### src/rtl/sleep_wake_timer.sv
`timescale 1ns/1ps
module sleep_wake_timer #(
  parameter int CNT_W = 8,
  parameter int PRE_W = 8
) (
  input  logic             clk,
  input  logic             rst_n,
  input  logic             sleep_req,
  input  logic [CNT_W-1:0] wait_count,
  input  logic             wake_on_irq,
  input  logic             irq,
  output logic             clk_en,
  output logic             resume
);
  localparam logic [PRE_W-1:0] PRE_LAST = {PRE_W{1'b1}};

  logic             asleep_q;
  logic             mode_q;
  logic [CNT_W-1:0] rem_q;
  logic [PRE_W-1:0] pre_q;
  logic             resume_q;

  logic pre_wrap, last_unit, timer_done, irq_done, wake, enter;

  assign pre_wrap   = (pre_q == PRE_LAST);
  assign last_unit  = (rem_q[CNT_W-1:1] == '0);
  assign timer_done = asleep_q & ~mode_q & pre_wrap & last_unit;
  assign irq_done   = asleep_q & mode_q & irq;
  assign wake       = timer_done | irq_done;
  assign enter      = ~asleep_q & sleep_req;

  always_ff @(posedge clk) begin
    if (!rst_n) begin
      asleep_q <= 1'b0;
      mode_q   <= 1'b0;
      rem_q    <= '0;
      pre_q    <= '0;
      resume_q <= 1'b0;
    end else begin
      resume_q <= wake;
      if (enter) begin
        asleep_q <= 1'b1;
        mode_q   <= wake_on_irq;
        rem_q    <= wait_count;
        pre_q    <= '0;
      end else if (wake) begin
        asleep_q <= 1'b0;
      end else if (asleep_q && !mode_q) begin
        pre_q <= pre_q + 1'b1;
        if (pre_wrap) rem_q <= rem_q - 1'b1;
      end
    end
  end

  assign clk_en = ~asleep_q;
  assign resume = resume_q;
endmodule


### config.mk
export PLATFORM = sky130hd
export DESIGN_NAME = sleep_wake_timer
export DESIGN_NICKNAME = d
export VERILOG_FILES = /design/src/rtl/sleep_wake_timer.sv
export SDC_FILE = /design/constraint.sdc
export NUM_CORES = 1
export LEC_CHECK = 0
export BUFFER_PORTS_ARGS = -buffer_cell sky130_fd_sc_hd__buf_2
export CAP_MARGIN = 5
export CORE_UTILIZATION = 49
export DETAILED_ROUTE_END_ITERATION = 16
export GPL_TIMING_DRIVEN = 1
export PLACE_DENSITY = 0.81
export SETUP_SLACK_MARGIN = 0.3
export SYNTH_ARGS = -nofsm -noshare
export SYNTH_HDL_FRONTEND = slang
export SYNTH_SLANG_ARGS = --single-unit
### constraint.sdc
create_clock -name clk -period 1.73 [get_ports clk]
set_clock_uncertainty 0.15 [all_clocks]
set_input_delay 0.0865 -clock clk [delete_from_list [all_inputs] [get_ports clk]]
set_output_delay 0.0865 -clock clk [all_outputs]
set_load 0.005 [all_outputs]
==> results.txt <==
The run gives 0.5185 as the initial core utilization. The total power per unit cell area is 601.5 nW/um^2, and the number of buffer and inverter instances along the worst setup path is 1. The minimum clock period after layout was 1.816 ns.

STA classifies the critical path endpoint as a flop. The transition time at the pin with the least slew margin is 0.3586 ns. For the worst setup path, the data required time is 1.82 ns.

The critical path is of the flop to flop type. The run gives 119 as the count of fill cells added during filler insertion. The worst min-delay path class was input pin to flop. In this run the static leakage power is 0.6329 nW. The first global-routing pass estimated 4692 um of wire. Final core utilization: 0.7972. During synthesis, Yosys emitted a total of 0 warnings. The final net count was 195. Measured along the x axis, the die boundary spans 47.56 um. Synthesis inferred 19 register bits.

The first detailed-routing pass ran for 4 iterations. The run gives 0 as the number of antenna violations at the first check in global routing. The worst setup path is launched from a flop. The level count of the clock H-tree came out at 1.

The cell area that synthesis handed to floorplanning was 1017 um^2. The ratio of final minimum period to clock period is 1.050, and the area of the die is 2262 um^2. By area the synthesized netlist is led by dfxtp_1 37%, or4_1 5.2%, o21ai_0 4.9%, a21oi_1 4.4%, o31ai_1 4.4%.

At the worst endpoint, the arrival time is 1.91 ns. Entering global routing, the biggest net connects 14 pins. Synthesis produced a netlist with a net count of 138.

The post-layout worst setup margin was -0.08624 ns. The logs give 1962 um^2 for the area of the placeable core and 10 for the number of failing setup endpoints in the final timing report. CTS placed an instance of clkbuf_4 at the clock tree root.

The detailed-route vias per instance came out at 5.937. The later pin in the worst-skew pair is clocked with a latency of 0.31 ns. The count of nets left with antenna violations once routing finished came out at 0.

For this run, the slowest stage of the critical path takes 0.54 ns. On the critical path, the stage with the largest delay is an instance of or4_1. For this block, the initial DRC count from the detailed router was 48. After detailed routing, the average wire length per cell comes to 16.00 um. The worst setup timing slack at the placement stage is -0.06831 ns, and the worst ir drop on vdd is 0.4367 mV. For the relative max-transition margin, the log shows 0.7601.

The final cell count without fillers is 206, and the fraction of final layout cells with drive strength greater than 1 is 0.3855. The number of placement rows was 16; the hold slack was 0.01092 ns. Cell type with the highest aggregate area in the netlist: dfxtp_1. The part of the Yosys area used for sequential elements was 0.3739. The die outline height works out to 47.56 um. Detailed routing inserted a total of 1223 vias. The multi-input combinational cells in the finished layout cover a total of 671.9 um^2. Number of input and output port buffers inserted: 14. A synthesized cell averages 8.270 um^2. The final reports fail on setup timing. 0 antenna diodes ended up in the layout. Walking the worst path, the cells encountered are nor2b_2 > buf_4 > nand4_1 > or4_1 > a31oi_1. For the total global-route track usage, the log shows 0.3036. The number of clock buffers inserted by TritonCTS is 3, and the maximum clock path buffer count is 2. Setup repair after global routing could not meet its margin everywhere. Summing all flip-flop and latch instances after layout gives 387.9 um^2. At the end of routability-driven placement, the weighted congestion stood at 0.8740.

From synthesis to final layout, the design area changed by 53.75%. Total number of clock tree sinks: 19. TritonCTS built the clock tree. The logs give 0 for the count of pins over their slew limit and 0 for the post-route DRC violation count. After global routing the overflow that remains totals 0. Clock-pin slew was measured on the worst setup and hold paths at 0.11 ns. On the critical path the largest part of the delay comes from simple AND/OR/NAND/NOR gates. For the final routed database, the setup TNS stands at -0.5128 ns. Detailed placement ended at an HPWL of 1973 um. During I/O placement, the number of pins put on the boundary was 15. The number of global-route vias before repair is 1074, and the count of distinct cell types in the synthesized netlist is 32.

The flow ran to the end, but the final reports show violations. The tool flagged a number of max-cap violations equal to 0. Synthesis handed over a netlist of 123 instances. The run gives 188 as the placed instance count. The number of hold violations in the final report is 0, and the total routed wirelength is 3296 um.

Of all nets on the critical path, the largest fanout is 3. Top cell type's share of synthesized area: 0.3739. Derived from the worst setup path, the maximum achievable clock frequency is 550.6 MHz.
## flip-flops by register name, indices dropped and copies added (netlist names)
name,cells
pre_q,8
resume,1
asleep_q,1
mode_q,1
rem_q,8
## worst register-to-register path, delay by kind of cell (launching register included)
| family | cells | cell delay (ns) |
|---|---|---|
| AO/OA/AOI/OAI | 1 | 0.15 |
| flip-flops | 1 | 0.34 |
| AND/OR/NAND/NOR | 3 | 0.95 |
| buffers and inverters | 1 | 0.17 |
## layout by cell type, fill, tap and decap left out, types with 2 or more instances in the layout
master / n
a21oi_1: 9
a311oi_1: 3
a31oi_1: 4
and3_1: 2
buf_2: 14
buf_4: 26
buf_6: 3
clkbuf_4: 3
dfxtp_1: 13
dfxtp_2: 6
dlygate4sd3_1: 11
inv_1: 4
nand2_1: 9
nand3_1: 8
nand4_1: 3
nor2_1: 8
nor2b_2: 2
o21ai_0: 9
o31ai_1: 6
or3_1: 2
or3_4: 2
or4_1: 7
## cells in the mapped netlist
cell type and instances:
nand3_1 8, nor3_1 2, nor2_1 9, nand2_1 10
a311oi_1 4, ha_1 2, o21ai_0 10, inv_1 4
or3_4 1, nor4_1 1, o2111ai_1 1, nor4_4 1
a21o_1 1, dfxtp_1 19, or4_4 1, a21oi_1 9
nand3b_1 1, and4_1 2, clkbuf_1 3, or3_1 3
nand2b_4 1, nor2b_1 2, nand4_1 3, o31ai_1 6
a31oi_1 4, a32oi_1 1, and3_1 3, o21ai_1 1
nand2b_1 1, or4_1 7, o21a_1 1, mux2i_1 1
## logic make-up after synthesis
kind of cell | Yosys count | share of synthesized area
AND/OR/NAND/NOR | 56 | 0.3321
AO/OA/AOI/OAI | 38 | 0.2337
flip-flops | 19 | 0.3739
buffers and inverters | 7 | 0.02583
adder cells (fa/ha/maj) | 2 | 0.02460
multiplexers | 1 | 0.009840
## area by class of cell
type,instances,share of cell area
sequential,19,0.2480
timing repair buffer,55,0.2744
clock buffer,4,0.01680
inverter,4,0.009600
multi-input combinational,97,0.4296
tap,27,0.02160
## final timing paths
check / start / endpoint / slack [ns] / cells after the start
hold / removal: rst_n / resume / 0.01 / 3
hold reg to reg: rem_q[4] / rem_q[4] / 0.37 / 2
setup / recovery: asleep_q / rem_q[5] / -0.09 / 5
setup reg to reg: asleep_q / rem_q[5] / -0.09 / 5
## report_power, final
group / internal (mW) / switching [mW]
Clock: 0.0901 / 0.145
Combinational: 0.116 / 0.115
Sequential: 0.460 / 0.0146
Total: 0.666 / 0.275
## layer usage
| metal | wire length (um) | vias up | share of wire | GRT usage |
|---|---|---|---|---|
| met2 | 1604 | 61 | 0.49 | 0.5178 |
| met5 | 0 | - | 0 | 0 |
| met1 | 1333 | 548 | 0.40 | 0.3379 |
| met4 | 184 | 0 | 0.056 | 0.1778 |
| met3 | 172 | 23 | 0.052 | 0.08302 |
| li1 | - | 591 | - | - |
## through the flow
stage                     power [mW]  area [um^2]
final                         0.9408         1564
after global routing          0.9803         1564
after CTS                     0.9257         1543
after detailed placement      0.6634         1350
after global placement        0.6561         1350
after floorplan               0.5831         1052
## timing repair
item,CTS,global route
hold endpoints to repair,11,0
gates resized for setup,11,5
hold buffers,11,0
pin swaps,10,6
buffers inserted,2,1
setup endpoints to repair,18,19
No activity file was read; power rests on OpenSTA's default activity.
